**config.mk**
```make
export PLATFORM = sky130hd
export DESIGN_NAME = tlb_range_inval
export DESIGN_NICKNAME = d
export VERILOG_FILES = /design/src/rtl/tlbinv_pkg.sv /design/src/rtl/tlbinv_tag_array.sv /design/src/rtl/tlbinv_walker.sv /design/src/rtl/tlbinv_regs.sv /design/src/rtl/tlb_range_inval.sv
export SDC_FILE = /design/constraint.sdc
export NUM_CORES = 1
export LEC_CHECK = 0
export ABC_CLOCK_PERIOD_IN_PS = 5100
export BUFFER_PORTS_ARGS = -buffer_cell sky130_fd_sc_hd__buf_4
export CAP_MARGIN = 20
export CORE_MARGIN = 2
export CORE_UTILIZATION = 35
export DETAILED_ROUTE_END_ITERATION = 10
export GPL_ROUTABILITY_DRIVEN = 0
export HOLD_SLACK_MARGIN = 0.15
export SYNTH_ARGS = -nofsm -noshare
export SYNTH_HDL_FRONTEND = slang
export SYNTH_SLANG_ARGS = --single-unit
export TNS_END_PERCENT = 100
```
**constraint.sdc**
```tcl
create_clock -name clk -period 5.1 [get_ports clk]
set_clock_uncertainty 0.2 [all_clocks]
set_input_delay 0.255 -clock clk [delete_from_list [all_inputs] [get_ports clk]]
set_output_delay 0.255 -clock clk [all_outputs]
set_load 0.01 [all_outputs]
```
**src/rtl/tlbinv_pkg.sv**
```systemverilog
// Package: shared register offsets and command bit positions of the
// TLB range invalidation controller. Assumes a byte-addressed bus.
package tlbinv_pkg;
    localparam int NUM_TLB = 2;

    localparam logic [11:0] OFS_CMD  = 12'h020;
    localparam logic [11:0] OFS_LO   = 12'h024;
    localparam logic [11:0] OFS_HI   = 12'h028;
    localparam logic [11:0] OFS_SEL  = 12'h038;
    localparam logic [11:0] OFS_DONE = 12'h12C;

    localparam int CMD_RANGE_BIT = 0;
    localparam int CMD_ALL_BIT   = 1;
endpackage

```
**src/rtl/tlbinv_tag_array.sv**
```systemverilog
// Module: tag and valid storage of one TLB. Each entry is a separate
// register with its own update process. A refill has priority over a
// clear of the same entry in the same cycle. Assumes ENTRIES >= 2.
module tlbinv_tag_array #(
    parameter int ENTRIES = 8,
    parameter int TAG_W   = 20,
    localparam int IDX_W  = $clog2(ENTRIES)
) (
    input  logic              clk,
    input  logic              rst_n,
    input  logic              fill_en,
    input  logic [IDX_W-1:0]  fill_idx,
    input  logic [TAG_W-1:0]  fill_tag,
    input  logic              flush,
    input  logic              clr_en,
    input  logic [IDX_W-1:0]  rd_idx,
    output logic [TAG_W-1:0]  rd_tag,
    output logic              rd_valid,
    output logic [ENTRIES-1:0] valid_vec
);
    logic             valid_e [ENTRIES];
    logic [TAG_W-1:0] tag_e   [ENTRIES];

    for (genvar i = 0; i < ENTRIES; i++) begin : g_entry
        // One entry: refill sets it, flush or walk clear drops it.
        always_ff @(posedge clk) begin
            if (!rst_n) begin
                valid_e[i] <= 1'b0;
                tag_e[i]   <= '0;
            end else if (fill_en && fill_idx == IDX_W'(i)) begin
                valid_e[i] <= 1'b1;
                tag_e[i]   <= fill_tag;
            end else if (flush || (clr_en && rd_idx == IDX_W'(i))) begin
                valid_e[i] <= 1'b0;
            end
        end
        assign valid_vec[i] = valid_e[i];
    end

    // Read port used by the walker's comparator.
    always_comb begin
        rd_tag   = tag_e[rd_idx];
        rd_valid = valid_e[rd_idx];
    end

    assert_quiet_stable_R3: assert property (@(posedge clk) disable iff (!rst_n)
        (!fill_en && !flush && !clr_en) |=> $stable(valid_vec));
    assert_flush_empties_R4: assert property (@(posedge clk) disable iff (!rst_n)
        (flush && !fill_en) |=> (valid_vec == '0));
endmodule

```
**src/rtl/tlbinv_walker.sv**
```systemverilog
// Module: window flush sequencer. It captures the bounds and the select
// bits on start, then steps one index per clock over both buffers and
// asks each selected buffer to drop the current entry when its tag is
// inside the window. A start request while busy is ignored.
module tlbinv_walker
    import tlbinv_pkg::*;
#(
    parameter int ENTRIES = 8,
    parameter int TAG_W   = 20,
    localparam int IDX_W  = $clog2(ENTRIES)
) (
    input  logic                            clk,
    input  logic                            rst_n,
    input  logic                            range_go,
    input  logic [NUM_TLB-1:0]              sel_in,
    input  logic [TAG_W-1:0]                lo_in,
    input  logic [TAG_W-1:0]                hi_in,
    input  logic [NUM_TLB-1:0][TAG_W-1:0]   rd_tag,
    input  logic [NUM_TLB-1:0]              rd_valid,
    output logic [IDX_W-1:0]                walk_idx,
    output logic [NUM_TLB-1:0]              clr,
    output logic                            busy,
    output logic                            walk_done
);
    localparam logic [IDX_W-1:0] LAST = IDX_W'(ENTRIES - 1);

    logic [NUM_TLB-1:0] sel_q;
    logic [TAG_W-1:0]   lo_q;
    logic [TAG_W-1:0]   hi_q;

    // Launch, step and finish of the walk.
    always_ff @(posedge clk) begin
        if (!rst_n) begin
            busy     <= 1'b0;
            walk_idx <= '0;
            sel_q    <= '0;
            lo_q     <= '0;
            hi_q     <= '0;
        end else if (!busy) begin
            if (range_go) begin
                busy     <= 1'b1;
                walk_idx <= '0;
                sel_q    <= sel_in;
                lo_q     <= lo_in;
                hi_q     <= hi_in;
            end
        end else if (walk_idx == LAST) begin
            busy     <= 1'b0;
            walk_idx <= '0;
        end else begin
            walk_idx <= walk_idx + 1'b1;
        end
    end

    // Per-buffer window comparator.
    for (genvar t = 0; t < NUM_TLB; t++) begin : g_cmp
        assign clr[t] = busy && sel_q[t] && rd_valid[t] &&
                        (rd_tag[t] >= lo_q) && (rd_tag[t] <= hi_q);
    end

    assign walk_done = busy && (walk_idx == LAST);

    assert_step_R6: assert property (@(posedge clk) disable iff (!rst_n)
        (busy && walk_idx != LAST) |=> (busy && walk_idx == $past(walk_idx) + 1'b1));
    assert_finish_R6: assert property (@(posedge clk) disable iff (!rst_n)
        walk_done |=> !busy);
    assert_ignore_go_R8: assert property (@(posedge clk) disable iff (!rst_n)
        (busy && walk_idx != LAST) |=> ($stable(lo_q) && $stable(hi_q) && $stable(sel_q)));
    assert_idx_range_R6: assert property (@(posedge clk) disable iff (!rst_n)
        busy |-> (walk_idx <= LAST));
endmodule

```
**src/rtl/tlbinv_regs.sv**
```systemverilog
// Module: register file and command decode. Holds the window addresses,
// the select bits and the sticky done flag, and turns command writes
// into one-cycle start pulses while the walker is idle.
module tlbinv_regs
    import tlbinv_pkg::*;
#(
    parameter int ADDR_W     = 32,
    parameter int PAGE_SHIFT = 12,
    parameter int BUS_AW     = 12,
    localparam int TAG_W     = ADDR_W - PAGE_SHIFT
) (
    input  logic               clk,
    input  logic               rst_n,
    input  logic               bus_en,
    input  logic               bus_we,
    input  logic [BUS_AW-1:0]  bus_addr,
    input  logic [31:0]        bus_wdata,
    output logic [31:0]        bus_rdata,
    input  logic               busy,
    input  logic               walk_done,
    output logic [NUM_TLB-1:0] sel_o,
    output logic [TAG_W-1:0]   lo_page,
    output logic [TAG_W-1:0]   hi_page,
    output logic               range_go,
    output logic               full_go
);
    logic [ADDR_W-1:0] lo_q;
    logic [ADDR_W-1:0] hi_q;
    logic              done_q;
    logic              wr;
    logic              cmd_wr;
    logic              done_clr;

    // Write and command decode.
    always_comb begin
        wr       = bus_en && bus_we;
        cmd_wr   = wr && (bus_addr == BUS_AW'(OFS_CMD)) && !busy;
        full_go  = cmd_wr && bus_wdata[CMD_ALL_BIT];
        range_go = cmd_wr && bus_wdata[CMD_RANGE_BIT] && !bus_wdata[CMD_ALL_BIT];
        done_clr = wr && (bus_addr == BUS_AW'(OFS_DONE)) && (bus_wdata == 32'd0);
    end

    // Software-visible registers; a set of done wins over a clear.
    always_ff @(posedge clk) begin
        if (!rst_n) begin
            lo_q   <= '0;
            hi_q   <= '0;
            sel_o  <= '0;
            done_q <= 1'b0;
        end else begin
            if (wr && bus_addr == BUS_AW'(OFS_LO))  lo_q  <= bus_wdata[ADDR_W-1:0];
            if (wr && bus_addr == BUS_AW'(OFS_HI))  hi_q  <= bus_wdata[ADDR_W-1:0];
            if (wr && bus_addr == BUS_AW'(OFS_SEL)) sel_o <= bus_wdata[NUM_TLB-1:0];
            if (full_go || walk_done)               done_q <= 1'b1;
            else if (done_clr)                      done_q <= 1'b0;
        end
    end

    assign lo_page = lo_q[ADDR_W-1:PAGE_SHIFT];
    assign hi_page = hi_q[ADDR_W-1:PAGE_SHIFT];

    // Read mux.
    always_comb begin
        case (bus_addr)
            BUS_AW'(OFS_CMD):  bus_rdata = {31'd0, busy};
            BUS_AW'(OFS_LO):   bus_rdata = 32'(lo_q);
            BUS_AW'(OFS_HI):   bus_rdata = 32'(hi_q);
            BUS_AW'(OFS_SEL):  bus_rdata = 32'(sel_o);
            BUS_AW'(OFS_DONE): bus_rdata = {31'd0, done_q};
            default:           bus_rdata = 32'd0;
        endcase
    end

    assert_done_on_walk_R6: assert property (@(posedge clk) disable iff (!rst_n)
        walk_done |=> done_q);
    assert_done_sticky_R7: assert property (@(posedge clk) disable iff (!rst_n)
        (done_q && !done_clr) |=> done_q);
    assert_done_on_full_R4: assert property (@(posedge clk) disable iff (!rst_n)
        full_go |=> done_q);
    assert_go_exclusive_R4: assert property (@(posedge clk) disable iff (!rst_n)
        !(full_go && range_go));
endmodule

```
**src/rtl/tlb_range_inval.sv**
```systemverilog
// Module: top of the TLB range invalidation controller. Connects the
// register file, the window walker and one tag array per TLB. The
// refill port and the valid outputs face the translation logic.
module tlb_range_inval
    import tlbinv_pkg::*;
#(
    parameter int ENTRIES    = 8,
    parameter int ADDR_W     = 32,
    parameter int PAGE_SHIFT = 12,
    parameter int BUS_AW     = 12
) (
    input  logic                         clk,
    input  logic                         rst_n,
    input  logic                         bus_en,
    input  logic                         bus_we,
    input  logic [BUS_AW-1:0]            bus_addr,
    input  logic [31:0]                  bus_wdata,
    output logic [31:0]                  bus_rdata,
    input  logic                         fill_en,
    input  logic                         fill_tlb,
    input  logic [$clog2(ENTRIES)-1:0]   fill_idx,
    input  logic [ADDR_W-PAGE_SHIFT-1:0] fill_tag,
    output logic [ENTRIES-1:0]           tlb0_valid,
    output logic [ENTRIES-1:0]           tlb1_valid
);
    localparam int TAG_W = ADDR_W - PAGE_SHIFT;
    localparam int IDX_W = $clog2(ENTRIES);

    logic [NUM_TLB-1:0]            sel;
    logic [TAG_W-1:0]              lo_page;
    logic [TAG_W-1:0]              hi_page;
    logic                          range_go;
    logic                          full_go;
    logic                          busy;
    logic                          walk_done;
    logic [IDX_W-1:0]              walk_idx;
    logic [NUM_TLB-1:0]            clr;
    logic [NUM_TLB-1:0][TAG_W-1:0] rd_tag;
    logic [NUM_TLB-1:0]            rd_valid;
    logic [NUM_TLB-1:0][ENTRIES-1:0] valid_all;

    tlbinv_regs #(
        .ADDR_W(ADDR_W), .PAGE_SHIFT(PAGE_SHIFT), .BUS_AW(BUS_AW)
    ) i_regs (
        .clk(clk), .rst_n(rst_n),
        .bus_en(bus_en), .bus_we(bus_we), .bus_addr(bus_addr),
        .bus_wdata(bus_wdata), .bus_rdata(bus_rdata),
        .busy(busy), .walk_done(walk_done),
        .sel_o(sel), .lo_page(lo_page), .hi_page(hi_page),
        .range_go(range_go), .full_go(full_go)
    );

    tlbinv_walker #(
        .ENTRIES(ENTRIES), .TAG_W(TAG_W)
    ) i_walker (
        .clk(clk), .rst_n(rst_n),
        .range_go(range_go), .sel_in(sel), .lo_in(lo_page), .hi_in(hi_page),
        .rd_tag(rd_tag), .rd_valid(rd_valid),
        .walk_idx(walk_idx), .clr(clr), .busy(busy), .walk_done(walk_done)
    );

    for (genvar t = 0; t < NUM_TLB; t++) begin : g_tlb
        logic [TAG_W-1:0] tag_t;
        logic             vld_t;
        tlbinv_tag_array #(
            .ENTRIES(ENTRIES), .TAG_W(TAG_W)
        ) i_array (
            .clk(clk), .rst_n(rst_n),
            .fill_en(fill_en && (fill_tlb == 1'(t))),
            .fill_idx(fill_idx), .fill_tag(fill_tag),
            .flush(full_go && sel[t]),
            .clr_en(clr[t]), .rd_idx(walk_idx),
            .rd_tag(tag_t), .rd_valid(vld_t),
            .valid_vec(valid_all[t])
        );
        assign rd_tag[t]   = tag_t;
        assign rd_valid[t] = vld_t;
    end

    assign tlb0_valid = valid_all[0];
    assign tlb1_valid = valid_all[1];
endmodule

```
==> out/results.tsv <==
metric	value	unit
status	finished clean	
slew_viol_final	0	
clk_path_buf_depth	3	
crit_end	g_tlb[0].i_array.valid_e[0]	
path_class	register to register	
design_area	0.0262	mm2
rrSetupSlack	0.71	ns
p_per_area	311	mW/mm2
wl_met1	28600	um
cts.reportedPaths.clkPinSlew	0.06	ns
dpl-instance-area	0.0238	mm2
dr.first_iter.drc_count	1277	
grt_max_degree	84	
core	0.0618	mm2
synth_enable_flop_cells	334	
rr_endpoint	g_tlb[0].i_array.valid_e[0]	
synth_top_area_frac	0.457	
cts_setup_buffers	0	
num_rows	91	
yosysSeqAreaShare	0.565	
peakVddDrop	0.000217	V
n_fill_cell	5730	
fin_setup_tns	0	ns
final_nets	2084	
syn_to_final_growth	19.3	%
dp_slack	0.740	ns
hp-class	input port to register	
ios	121	
critPathRequiredTime	5.13	ns
combinationalPowerShare	0.065	
leakagePower	9.10	nW
yosysMostFrequentCell	edfxtp_1	
path_max_fanout	32	
cts_made_buffers	47	
path_cells	buf_12 > mux4_2 > mux2_2 > ha_1 > a21o_1 > a221o_1 > a221o_1 > nor3_1 > nor2_1 > o41ai_1	
post-route-min-period	4.39	ns
grt.overflow.total	0	
drive_above_1_share	0.206	
cts_tree	built	
netSwitchingPower	1.80	mW
syn_avg_cell_area	12.3	um2
crit_path_top_delay_cell	dfxtp_4	
top_layer_used	met4	
worstSkewPairLatency	0.58	ns
drv_cap	0	
via_per_inst	5.25	
die_x	254	um
grt_pass1_wl	92200	um
syn-num-nets	1940	
grt_pass1_vias	14600	
critPathTopFamily	compound AO/OA/AOI/OAI gates	
async_flop_share	0	
grt_setup_unrepaired	no	
die_area	0.0647	mm2
cts_resized	0	
initial_core_util	0.355	
critPathCaptureType	register	
syn_area	0.0219	mm2
num_vias	14700	
antenna_found_initial	1	
root_buffer	clkbuf_16	
crit_path_max_incr_delay	0.63	ns
wl_met3	4820	um
synth_commonest_cells	334 x edfxtp_1, 324 x and2_1, 246 x nand2_1	
wl	62200	um
ys_ff_latch	452	
worst-path-stages	10	
grtUsageTotal	0.192	
synth_ff_type	edfxtp_1	
syn_inst	1781	
path_buf_inv	1	
final_core_util	0.423	
synth.area.top_cells	edfxtp_1 46%, dfxtp_1 11%, and2_1 9.2%	
multi_input_area	0.00892	mm2
cts-htree-levels	2	
finalSetupViolations	0	
worst_pin_slew	1.12	ns
wire_per_inst	22.2	um
internal-power	6.34	mW
clkPwrFrac	0.425	
r2r_cells	10	
met2_length	27500	um
yosysWarnings	0	
post-route-period-util	0.861	
power_frac_seq	0.510	
fin_ws	0.709	ns
antenna_cells	0	
clock-sinks	452	
synth_top_cell_by_area	edfxtp_1	
hold_viol	0	
die_h	254	um
seq_area	0.0124	mm2
crit_path_frequent_cell	a221o_1	
synthDistinctLibCells	54	
relSlewSlack	0.251	
critPathLaunchType	register	
cp.arrival	4.43	ns
dr.pass1.iters	5	
io_buffers	120	
drcViolationCount	0	
dp_hpwl	40600	um
fmax	228	MHz
switching_share	0.221	
drtAntennaViolNets	0	
layout make-up:
type                       instances  area share
clock buffer                      72      0.0553
clock inverter                    15     0.00392
inverter                          46     0.00660
multi-input combinational       1143       0.341
sequential                       452       0.474
tap                              837      0.0400
timing repair buffer             235      0.0797
how the worst min path moves through the flow:
| stage | startpoint | to | slack (ns) | cells after the start |
|---|---|---|---|---|
| floorplan | bus_wdata[10] | i_regs.lo_q[10] | 0.19 | 2 |
| global placement | i_regs.lo_q[11] | i_regs.lo_q[11] | 0.24 | 2 |
| detailed placement | i_regs.lo_q[6] | i_regs.lo_q[6] | 0.25 | 2 |
| global route | fill_en | g_tlb[1].i_array.valid_e[4] | 0.20 | 4 |
| finish | fill_tlb | g_tlb[1].i_array.valid_e[4] | 0.18 | 4 |
| CTS | fill_en | g_tlb[1].i_array.valid_e[4] | 0.16 | 4 |
worst register-to-register path: cells and delay by family, from the launching register on:
family | cells | cell delay, ns
AO/OA/AOI/OAI | 4 | 1.41
multiplexers | 2 | 0.84
flip-flops | 1 | 0.63
buffers and inverters | 1 | 0.34
adder cells (fa/ha/maj) | 1 | 0.30
AND/OR/NAND/NOR | 2 | 0.33
per-layer routing:
layer	vias to the layer above	track usage
li1	6680	-
met1	7336	0.280
met2	602	0.298
met3	80	0.0309
met4	0	0.0479
met5	-	0
stage by stage:
stage	hold WS [ns]	power, mW	std cells
after detailed placement	0.245	4.72	2634
after global placement	0.241	4.70	2627
after global routing	0.195	8.39	2800
after floorplan	0.190	4.49	1781
final	0.184	8.14	2800
after CTS	0.164	8.20	2795
power groups by stage:
| stage | Clock, mW | Combinational, mW | Sequential [mW] |
|---|---|---|---|
| finish | 3.46 | 0.526 | 4.15 |
| global placement | 0 | 0.473 | 4.23 |
| global route | 3.66 | 0.568 | 4.17 |
| detailed placement | 0 | 0.486 | 4.23 |
| floorplan | 0 | 0.275 | 4.21 |
| CTS | 3.52 | 0.525 | 4.15 |
sequential cells by signal, indices dropped and copies added, names as in the netlist, named ones only:
signal	cells
g_tlb.i_array.tag_e	320
i_regs.hi_q	32
i_regs.lo_q	32
i_walker.hi_q	20
i_walker.lo_q	20
g_tlb.i_array.valid_e	16
i_walker.walk_idx	3
i_regs.sel_o	2
i_walker.sel_q	2
i_regs.done_q	1
i_walker.busy	1
cell families after synthesis:
logic type	count (synthesis)	synth area share
compound gates	235	0.0726
fa+ha+maj	86	0.0490
buf+inv	186	0.0378
flops	452	0.565
mux	131	0.110
simple gates	691	0.166
repair_timing:
action / CTS / global route
hold endpoints to repair: 388 / 0
hold buffers: 74 / 0
setup endpoints to repair: 0 / 0
placed cells by master, fill, tap and decap left out, drive strengths merged, types with 4 or more instances in the layout:
cell type / Yosys / routed
a21boi: 61 / 61
a21o: 7 / 7
a21oi: 72 / 72
a221o: 4 / 4
a22o: 30 / 30
and2: 324 / 324
and3: 6 / 6
and4: 4 / 4
buf: 40 / 161
clkbuf: 100 / 72
clkinv: 0 / 11
dfxtp: 118 / 118
dlygate4sd3: 0 / 74
edfxtp: 334 / 334
ha: 86 / 86
inv: 46 / 48
mux2: 41 / 41
mux2i: 6 / 6
mux4: 84 / 84
nand2: 246 / 246
nand2b: 4 / 4
nand3: 10 / 10
nand4: 16 / 16
nor2: 43 / 43
nor2b: 6 / 6
nor3: 5 / 5
nor4: 10 / 10
o21ai: 24 / 24
o31ai: 9 / 9
o41ai: 8 / 8
or2: 8 / 8
Power figures use the tool's default switching activity.
